===== config.mk =====
export PLATFORM = sky130hd
export DESIGN_NAME = pipe_bank_ctrl
export DESIGN_NICKNAME = d
export VERILOG_FILES = /design/src/rtl/pbc_pkg.sv /design/src/rtl/pbc_sync_edge.sv /design/src/rtl/pbc_regs.sv /design/src/rtl/pbc_half.sv /design/src/rtl/pipe_bank_ctrl.sv
export SDC_FILE = /design/constraint.sdc
export NUM_CORES = 1
export LEC_CHECK = 0
export ABC_CLOCK_PERIOD_IN_PS = 2050
export CORE_MARGIN = 4
export CORE_UTILIZATION = 56
export CTS_CLUSTER_DIAMETER = 120
export DETAILED_ROUTE_END_ITERATION = 12
export PLACE_DENSITY = 0.8
export SYNTH_ARGS = -nofsm -noshare
export SYNTH_HDL_FRONTEND = slang
export SYNTH_SLANG_ARGS = --single-unit

===== constraint.sdc =====
create_clock -name clk -period 2.05 [get_ports clk]
set_input_delay 0.3075 -clock clk [delete_from_list [all_inputs] [get_ports clk]]
set_output_delay 0.3075 -clock clk [all_outputs]
set_load 0.005 [all_outputs]

===== src/rtl/pbc_pkg.sv =====
package pbc_pkg;
  localparam int unsigned REG_AW = 2;
  typedef enum logic [REG_AW-1:0] {
    RA_SRC   = 2'd0,
    RA_GATE  = 2'd1,
    RA_TEST  = 2'd2,
    RA_PULSE = 2'd3
  } reg_addr_e;
endpackage


===== src/rtl/pbc_sync_edge.sv =====
module pbc_sync_edge #(
  parameter int unsigned N      = 3,
  parameter int unsigned STAGES = 2
) (
  input  logic         clk,
  input  logic         rst_n,
  input  logic [N-1:0] async_in,
  output logic [N-1:0] level,
  output logic [N-1:0] rise,
  output logic [N-1:0] fall
);
  for (genvar b = 0; b < N; b++) begin : g_bit
    logic [STAGES-1:0] chain_q, chain_d;
    logic              prev_q;
    always_comb chain_d = {chain_q[STAGES-2:0], async_in[b]};
    always_ff @(posedge clk or negedge rst_n) begin
      if (!rst_n) begin
        chain_q <= '0;
        prev_q  <= 1'b0;
      end else begin
        chain_q <= chain_d;
        prev_q  <= chain_q[STAGES-1];
      end
    end
    assign level[b] = chain_q[STAGES-1];
    assign rise[b]  = chain_q[STAGES-1] & ~prev_q;
    assign fall[b]  = ~chain_q[STAGES-1] & prev_q;
  end
endmodule


===== src/rtl/pbc_regs.sv =====
module pbc_regs
  import pbc_pkg::*;
#(
  parameter int unsigned SW = 8
) (
  input  logic              clk,
  input  logic              rst_n,
  input  logic              reg_wr,
  input  logic [REG_AW-1:0] reg_addr,
  input  logic [SW-1:0]     reg_wdata,
  output logic              src_real,
  output logic              gate_on,
  output logic [SW-1:0]     test_val,
  output logic              sw_pulse
);
  logic          src_q, src_d;
  logic [SW-1:0] gate_q, gate_d;
  logic [SW-1:0] test_q, test_d;
  logic          we_src, we_gate, we_test;

  always_comb begin
    we_src   = reg_wr && (reg_addr == RA_SRC);
    we_gate  = reg_wr && (reg_addr == RA_GATE);
    we_test  = reg_wr && (reg_addr == RA_TEST);
    sw_pulse = reg_wr && (reg_addr == RA_PULSE) && reg_wdata[0];
    src_d    = we_src  ? reg_wdata[0] : src_q;
    gate_d   = we_gate ? reg_wdata    : gate_q;
    test_d   = we_test ? reg_wdata    : test_q;
  end

  always_ff @(posedge clk or negedge rst_n) begin
    if (!rst_n) begin
      src_q  <= 1'b0;
      gate_q <= '0;
      test_q <= '0;
    end else begin
      src_q  <= src_d;
      gate_q <= gate_d;
      test_q <= test_d;
    end
  end

  assign src_real = src_q;
  assign gate_on  = &gate_q;
  assign test_val = test_q;
endmodule


===== src/rtl/pbc_half.sv =====
module pbc_half #(
  parameter int unsigned SW    = 8,
  parameter int unsigned DEPTH = 4,
  localparam int unsigned IW   = $clog2(DEPTH)
) (
  input  logic                clk,
  input  logic                rst_n,
  input  logic                shift_en,
  input  logic [SW-1:0]       din,
  input  logic [IW-1:0]       rd_idx,
  output logic [SW-1:0]       rd_data,
  output logic [DEPTH*SW-1:0] flat
);
  logic [SW-1:0] ent_q [DEPTH];
  logic [SW-1:0] ent_d [DEPTH];

  always_comb begin
    for (int i = 0; i < DEPTH; i++) ent_d[i] = ent_q[i];
    if (shift_en) begin
      ent_d[0] = din;
      for (int i = 1; i < DEPTH; i++) ent_d[i] = ent_q[i-1];
    end
  end

  always_ff @(posedge clk or negedge rst_n) begin
    if (!rst_n) begin
      for (int i = 0; i < DEPTH; i++) ent_q[i] <= '0;
    end else begin
      for (int i = 0; i < DEPTH; i++) ent_q[i] <= ent_d[i];
    end
  end

  assign rd_data = ent_q[rd_idx];
  for (genvar i = 0; i < DEPTH; i++) begin : g_flat
    assign flat[i*SW +: SW] = ent_q[i];
  end
endmodule


===== src/rtl/pipe_bank_ctrl.sv =====
module pipe_bank_ctrl
  import pbc_pkg::*;
#(
  parameter int unsigned SW          = 8,
  parameter int unsigned DEPTH       = 4,
  parameter int unsigned SYNC_STAGES = 2,
  localparam int unsigned IW         = $clog2(DEPTH)
) (
  input  logic              clk,
  input  logic              rst_n,
  input  logic              wsel_strobe,
  input  logic              shift_strobe,
  input  logic              rsel_strobe,
  input  logic [SW-1:0]     adc_data,
  input  logic              reg_wr,
  input  logic [REG_AW-1:0] reg_addr,
  input  logic [SW-1:0]     reg_wdata,
  input  logic [IW-1:0]     rd_idx,
  output logic [SW-1:0]     rd_data,
  output logic [SW-1:0]     sample_q
);
  logic [2:0] st_lv, st_rise, st_fall;
  logic       wsel_lv, rsel_lv, shift_rise, shift_fall;
  logic       src_real, gate_on, sw_pulse;
  logic [SW-1:0] test_val, samp_q, samp_d;
  logic          samp_en;
  logic [SW-1:0] rd_a, rd_b;
  logic [DEPTH*SW-1:0] half_a_flat, half_b_flat;

  pbc_sync_edge #(.N(3), .STAGES(SYNC_STAGES)) u_sync (
    .clk(clk), .rst_n(rst_n),
    .async_in({rsel_strobe, shift_strobe, wsel_strobe}),
    .level(st_lv), .rise(st_rise), .fall(st_fall)
  );
  assign wsel_lv    = st_lv[0];
  assign shift_rise = st_rise[1];
  assign shift_fall = st_fall[1];
  assign rsel_lv    = st_lv[2];

  pbc_regs #(.SW(SW)) u_regs (
    .clk(clk), .rst_n(rst_n), .reg_wr(reg_wr), .reg_addr(reg_addr),
    .reg_wdata(reg_wdata), .src_real(src_real), .gate_on(gate_on),
    .test_val(test_val), .sw_pulse(sw_pulse)
  );

  always_comb begin
    samp_en = (shift_fall && gate_on) || sw_pulse;
    samp_d  = samp_en ? (src_real ? adc_data : test_val) : samp_q;
  end

  always_ff @(posedge clk or negedge rst_n) begin
    if (!rst_n) samp_q <= '0;
    else        samp_q <= samp_d;
  end

  pbc_half #(.SW(SW), .DEPTH(DEPTH)) u_half_a (
    .clk(clk), .rst_n(rst_n), .shift_en(shift_rise && wsel_lv),
    .din(samp_q), .rd_idx(rd_idx), .rd_data(rd_a), .flat(half_a_flat)
  );
  pbc_half #(.SW(SW), .DEPTH(DEPTH)) u_half_b (
    .clk(clk), .rst_n(rst_n), .shift_en(shift_rise && !wsel_lv),
    .din(samp_q), .rd_idx(rd_idx), .rd_data(rd_b), .flat(half_b_flat)
  );

  assign rd_data  = rsel_lv ? rd_a : rd_b;
  assign sample_q = samp_q;
endmodule


; ---- Word-level counts from Yosys, hierarchy flattened
; Index checks and enable logic that the tools add are counted.
[totals]
in_bits = 26
out_inout_bits = 16
reg_bits = 96
wordCells = 45
[op_classes]
eq_ne = 3
n_bitwise = 5
magnitude_cmp = 1
reduce_logical = 12
n_mux = 8
[op_table]
columns = operator, count
row1 = 8-bit two-way mux, 6
row2 = 8-bit binary-select mux with 2-bit select, 2
row3 = 1-bit logical AND, 8
row4 = 8-bit AND reduction, 1
row5 = 2-bit == test (second input constant), 2
row6 = 3-bit greater-or-equal comparator (second input constant), 1
row7 = 2-bit inverter with 3-bit output, 1
row8 = 1-bit bitwise AND, 2
row9 = 2-bit by 1-bit == test with 1-bit output (second input constant), 1
row10 = 2-bit zero test, 1
row11 = 1-bit inverter, 2
row12 = 1-bit zero test, 1
row13 = 1-bit logical OR, 1

; ---- Depth between registers and ports, before layout
; Gate-level depths: netlist (run 1).
[logic_depth]
word_depth = 5
ltp_mapped = 4
mapped_depth_nobuf = 3

; ---- Modules after synthesis
; From an unflattened synthesis (run 1), not the netlist that was laid out.
[hier_totals]
cells_unflattened = 252
hier_area_um2 = 4336.7
[by_module_without_submodules]
columns = module, area_each_um2, n_inst, cells_each, seq_area_each_um2
row1 = pbc_half, 1411.4, 2, 78, 800.8
row2 = pbc_regs, 690.7, 1, 41, 425.4
row3 = pipe_bank_ctrl, 538.0, 1, 37, 200.2
row4 = pbc_sync_edge, 285.3, 1, 18, 225.2

; ---- Worst setup path before layout (run 1)
; OpenSTA, ideal clock, no wires.
[synth_path]
path_type = input -> output
from = in rd_idx[0]
to = out rd_data[1]
t_required_ns = 1.742
slack_ns = 0.393
cell_stages = 4
n_path_buf = 2
t_arrival_ns = 1.350
path_cell_list = buf_6 buf_12 mux4_1 mux2_2
[synth_via]
elab_chain_cells = 5
word_cells_on_any_way = 8
classes_between = 7 x mux / 1 x bitwise
[synth_lines]
columns = item, line
row1 = from (decl), pipe_bank_ctrl.sv:18  ; input logic [IW-1:0] rd_idx,
row2 = 2-bit inverter with 3-bit output (implied by the code) (*), pbc_half.sv:33  ; assign rd_data = ent_q[rd_idx];
row3 = 8-bit binary-select mux with 2-bit select, pbc_half.sv:33
row4 = 8-bit two-way mux (implied by the code) (2 in a row), pbc_half.sv:33
row5 = 8-bit two-way mux (*), pipe_bank_ctrl.sv:65  ; assign rd_data = rsel_lv ? rd_a : rd_b;
row6 = to (decl), pipe_bank_ctrl.sv:19  ; output logic [SW-1:0] rd_data,
; Every way passes the cells marked *; elsewhere a longest branch is shown, timed or not. The select of a mux whose other input is x is not followed.

; ---- Final worst setup path (run 1)
[layout_path]
from = reg u_half_a.ent_q, in the netlist u_half_a.flat[19]
to = out rd_data[3]
[layout_via]
elab_chain_cells = 4
[layout_lines]
columns = item, line
row1 = from (decl), pbc_half.sv:14  ; logic [SW-1:0] ent_q [DEPTH];
row2 = 8-bit binary-select mux with 2-bit select, pbc_half.sv:33
row3 = 8-bit two-way mux (implied by the code) (2 in a row), pbc_half.sv:33
row4 = 8-bit two-way mux, pipe_bank_ctrl.sv:65
; Every way passes these cells. The select of a mux whose other input is x is not followed.

==> results of run 1 <==
## cells by family after synthesis
kind of cell | after synthesis | share of synthesized area, %
buffers and inverters | 12 | 1.86
and+or+nand+nor | 9 | 1.62
DFF | 96 | 57.6
AOI/OAI and AO/OA | 1 | 0.510
muxes | 121 | 38.4
## power breakdown
group | switching [mW] | internal [mW] | total [mW]
combinational | 0.548 | 1.39 | 1.94
clock | 0.617 | 0.676 | 1.29
sequential | 0.484 | 2.59 | 3.08
total | 1.65 | 4.67 | 6.31
## state kept, by name (all words and copies together) (netlist names)
| name | count |
|---|---|
| u_half_a.flat | 32 |
| u_half_b.flat | 32 |
| sample_q | 8 |
| u_regs.gate_q | 8 |
| u_regs.test_val | 8 |
| u_sync.g_bit.chain_q | 6 |
| u_regs.src_real | 1 |
| u_sync.g_bit.prev_q | 1 |
## cells in the mapped netlist
library cell and n:
o31ai_4 1, buf_6 1, buf_12 1, nand3b_1 3, dfrtp_1 96, buf_2 7
nand4b_1 1, nand4_1 2, mux4_1 15, mux2_2 105, nor3b_2 1, nand2_1 1
mux4_2 1, nor3b_1 1, clkbuf_1 2, buf_1 1
## final cells by class
cell class                 instances  area, sq um
sequential                        96         2400
fill                             504         2090
multi-input combinational        131         1660
timing repair buffer              81          772
clock buffer                       9          124
tap                               99          124
clock inverter                     6         85.1
## layer usage
layer	vias to the layer above	global-route usage, %	wire length (microns)
met5	-	0	0
met4	0	5.90	98
met3	9	3.53	220
met2	41	31.3	3910
met1	1231	25.1	3370
li1	1064	-	-
## what timing repair did
item / in CTS / in global routing
cloned: 2 / 0
gates resized for setup: 35 / 9
endpoints found under the hold margin: 43 / 0
hold buffers: 1 / 0
setup endpoints to repair: 8 / 8
buffers inserted: 22 / 7
## worst max-delay path: cells and delay by family, from the launching register on
kind | cells | cell delay (ns)
flip-flops | 1 | 0.40
multiplexers | 2 | 0.73
buffers and inverters | 1 | 0.20
## worst max path at each step
stage	from	end	slack, ns	cells past startpoint
after global routing	u_half_a.flat[19]$_DFFE_PN0P_	rd_data[3]	0.01	3
after CTS	u_half_a.flat[21]$_DFFE_PN0P_	rd_data[5]	0.005	3
after global placement	rd_idx[0]	rd_data[0]	-0.54	5
after detailed placement	rd_idx[0]	rd_data[7]	-0.56	5
final	u_half_a.flat[19]$_DFFE_PN0P_	rd_data[3]	0.08	3
after floorplan	rd_idx[0]	rd_data[1]	0.39	4
==> flow_summary.yaml, run 1 <==
finish:
  antenna_cells: 0
  syn2layout_area_growth_pct: 24.0
  layout_commonest_cell: "mux2_2"
  final_core_util_pct: 71.2
  most-common-layout-cells: "mux2_2 (103), dfrtp_1 (96), buf_4 (34)"
  fin_cells: 422
  nets: 345
  final_area_sq_mm: 0.00517
  drive_above_1_share_pct: 56.3
clock_network:
  tritoncts: "yes"
  clk_pin_slew_worst_paths_ns: 0.09
  numCtsBuffers: 9
  clockBufferDepth: 2
  htree_num_levels: 3
  cts_sinks: 96
  cts_root_buf: "clkbuf_8"
  clkLatencyLatePin_ns: 0.34
floorplan:
  die_w_microns: 94.3
  initial_core_util_pct: 57.5
  ios: 42
  core_area_sq_mm: 0.00725
  num_rows: 31
  die_height_microns: 94.3
  dieArea_sq_mm: 0.00889
sta:
  worst_pin_slew_ns: 0.593
  rsz0062_at_grt: "false"
  setup_ws_ns: 0.0766
  fmax_mhz: 507
  slew_violations: 0
  hold_viol_final: 0
  fin_worst_skew_ns: 0.00758
  min_period_ns: 1.97
  fin_hold_ws_ns: 0.353
  relSlewSlack_pct: 60.5
  setup_viol: 0
  period_share_pct: 96.3
  finalSetupTns_ns: 0
synth:
  yosysTopAreaCell: "dfrtp_1"
  synth.cell_area_sq_mm: 0.00417
  yosysWarnings: 0
  synth_nets: 265
  ys_ff_latch: 96
  yosys-top-cells-area: "dfrtp_1 (58%), mux2_2 (28%), mux4_1 (9.5%)"
  synth_cells: 239
  yosysTopAreaCellShare_pct: 57.6
  ys_types: 16
  postSynthAreaPerCell_sq_um: 17.4
  yosysSeqAreaShare_pct: 57.6
worst_hold_path:
  hold_class: "reg2reg"
  hold_end: "u_sync.g_bit[1].chain_q[1]$_DFF_PN0_"
  hold_depth: 0
  holdCritStartpoint: "u_sync.g_bit[1].chain_q[0]$_DFF_PN0_"
worst_setup_path:
  cpPeakStageDelay_ns: 0.46
  r2r_start: "u_sync.g_bit[1].chain_q[1]$_DFF_PN0_"
  end_kind: "output pin"
  start_kind: "flop"
  timing.rr.end: "sample_q[4]$_DFFE_PN0P_"
  critPathSlowestCell: "mux4_2"
  crit_type: "reg2out"
  arrival_ns: 1.67
  r2r_cells: 3
  rrSetupSlack_ns: 0.40
  crit_fanout: 3
  cp.required_ns: 1.74
  worstPathCellList: "mux4_2 -> mux2_2 -> clkdlybuf4s15_1"
grt:
  overflow: 0
  grt_pass1_vias: 2542
  grt_pass1_wl_microns: 12700
  track_usage_pct: 18.8
  grt_max_degree: 47
  antenna_found_initial: 0
pwr:
  powerDensity_mw_per_mm2: 1220
  irDropWorstVdd_mv: 0.546
  p_leak_nw: 2.30
  power_mw: 6.31
route:
  drc_errors: 0
  wire_per_inst_microns: 18.0
  detail_route.vias_per_cell: 5.56
  dr.pass1.iters: 4
  via_count: 2345
  antenna_left: 0
  first_iter_violations: 71
  wl_microns: 7600
placed_design:
  portBuffers: 41
  dp_cells: 375
  hpwl_microns: 4760
  place_ws_ns: -0.565
  placed_cell_area_sq_mm: 0.00474
  gp_congestion: 0.763
outcome:
  outcome: "finished clean"
run:
  cap_violations: 0
(Power assumes the default switching activity.)
==> run 2, diff against run 1 <==
--- a/config.mk
+++ b/config.mk
@@ -11,6 +11,7 @@
 export CTS_CLUSTER_DIAMETER = 120
 export DETAILED_ROUTE_END_ITERATION = 12
 export PLACE_DENSITY = 0.8
+export REMOVE_ABC_BUFFERS = 1
 export SYNTH_ARGS = -nofsm -noshare
 export SYNTH_HDL_FRONTEND = slang
 export SYNTH_SLANG_ARGS = --single-unit
==> flow_summary.yaml, run 2 (same netlist as run 1, synthesis figures left out) <==
outcome:
  outcome: "finished clean"
route:
  wl_microns: 8140
  wire_per_inst_microns: 18.4
  via_count: 2452
  first_iter_violations: 99
  detail_route.vias_per_cell: 5.53
  antenna_left: 0
  drc_errors: 0
  dr.pass1.iters: 4
worst_setup_path:
  rrSetupSlack_ns: 0.38
  timing.rr.end: "sample_q[2]$_DFFE_PN0P_"
  crit_end: "rd_data[5]"
  r2r_cells: 3
  cp.required_ns: 1.74
  start_kind: "flop"
  arrival_ns: 1.69
  worstSetupStartpoint: "u_half_a.flat[29]$_DFFE_PN0P_"
  end_kind: "output pin"
  crit_type: "reg2out"
  crit_fanout: 2
  r2r_start: "u_sync.g_bit[1].chain_q[1]$_DFF_PN0_"
floorplan:
  die_height_microns: 94.3
  dieArea_sq_mm: 0.00889
  die_w_microns: 94.3
  initial_core_util_pct: 57.5
  core_area_sq_mm: 0.00725
  num_rows: 31
  ios: 42
finish:
  drive_above_1_share_pct: 60.5
  antenna_cells: 0
  nFillCells: 483
  final_core_util_pct: 73.1
  most-common-layout-cells: "mux2_2 (105), dfrtp_1 (96), buf_4 (55)"
  nets: 365
  syn2layout_area_growth_pct: 27.3
  final_area_sq_mm: 0.00531
  layout_commonest_cell: "mux2_2"
grt:
  antenna_found_initial: 0
  grt_max_degree: 59
  grt_pass1_wl_microns: 13100
  track_usage_pct: 20.1
  grt_pass1_vias: 2564
  overflow: 0
sta:
  fmax_mhz: 502
  slew_violations: 0
  worst_pin_slew_ns: 0.588
  relSlewSlack_pct: 60.8
  min_period_ns: 1.99
  fin_worst_skew_ns: 0.0131
  period_share_pct: 97.2
  setup_viol: 0
  hold_viol_final: 0
pwr:
  irDropWorstVdd_mv: 0.601
  powerDensity_mw_per_mm2: 1250
  p_leak_nw: 2.39
clock_network:
  cts_sinks: 96
  clockBufferDepth: 2
  htree_num_levels: 3
  clkLatencyLatePin_ns: 0.36
  numCtsBuffers: 9
  clk_pin_slew_worst_paths_ns: 0.09
  tritoncts: "yes"
  cts_root_buf: "clkbuf_8"
worst_hold_path:
  hold_class: "in2async"
placed_design:
  placed_cell_area_sq_mm: 0.00473
  gp_congestion: 0.696
  portBuffers: 41
  hpwl_microns: 4700
run:
  cap_violations: 0
run 2: routing by layer:
| layer | wire (microns) | part of all wire, % | track usage, % | vias to the layer above |
|---|---|---|---|---|
| li1 | - | - | - | 1095 |
| met1 | 3560 | 44 | 26.2 | 1296 |
| met5 | 0 | 0 | 0 | - |
| met4 | 105 | 1.3 | 7.34 | 0 |
| met3 | 331 | 4.1 | 5.21 | 10 |
| met2 | 4140 | 51 | 32.6 | 51 |
run 2: worst max-delay path, cell delays in order, from the launching register on:
cell             delay, ns
dfrtp_1               0.40
mux4_2                0.46
mux2_2                0.27
clkdlybuf4s15_1       0.20
run 2: where the power goes:
group          switching (mW)  internal, mW  total (mW)
Clock                   0.627         0.765        1.39
Sequential              0.451          2.59        3.05
Combinational           0.631          1.59        2.22
run 2: how the worst min path moves through the flow:
stage               cells past startpoint  start  slack [ns]                            to
floorplan                               0  rst_n        0.01       sample_q[0]$_DFFE_PN0P_
global placement                        1  rst_n        0.13  u_half_b.flat[0]$_DFFE_PN0P_
detailed placement                      1  rst_n        0.13  u_half_b.flat[0]$_DFFE_PN0P_
CTS                                     2  rst_n        0.27  u_half_b.flat[0]$_DFFE_PN0P_
global route                            2  rst_n        0.30  u_half_b.flat[0]$_DFFE_PN0P_
finish                                  2  rst_n        0.29  u_half_b.flat[0]$_DFFE_PN0P_
run 2: what timing repair did:
action	in CTS	in global routing
setup buffers	37	11
gates cloned	2	0
gates resized for setup	36	11
endpoints found under the hold margin	20	0
endpoints found under the setup margin	8	8
hold buffers	1	0
run 2: stage by stage:
| stage | hold slack (ns) | total power, mW | setup WS [ns] | instances | TNS (ns) |
|---|---|---|---|---|---|
| after floorplan | 0.0119 | 3.96 | -0.193 | 227 | -6.16 |
| after global placement | 0.130 | 4.53 | -0.538 | 376 | -4.22 |
| after detailed placement | 0.130 | 4.63 | -0.539 | 376 | -4.20 |
| after CTS | 0.274 | 6.49 | 0.0255 | 432 | 0 |
| after global routing | 0.297 | 7.03 | -0.00180 | 443 | -0.00180 |
| final | 0.293 | 6.65 | 0.0573 | 443 | 0 |
run 2: final cells by class:
type	count	area (sq um)	area share [%]
Clock buffer	15	206	3.89
Sequential cell	96	2400	45.3
Tap cell	99	124	2.33
Timing Repair Buffer	101	905	17.1
Clock inverter	1	30.0	0.566
Multi-Input combinational cell	131	1640	30.9
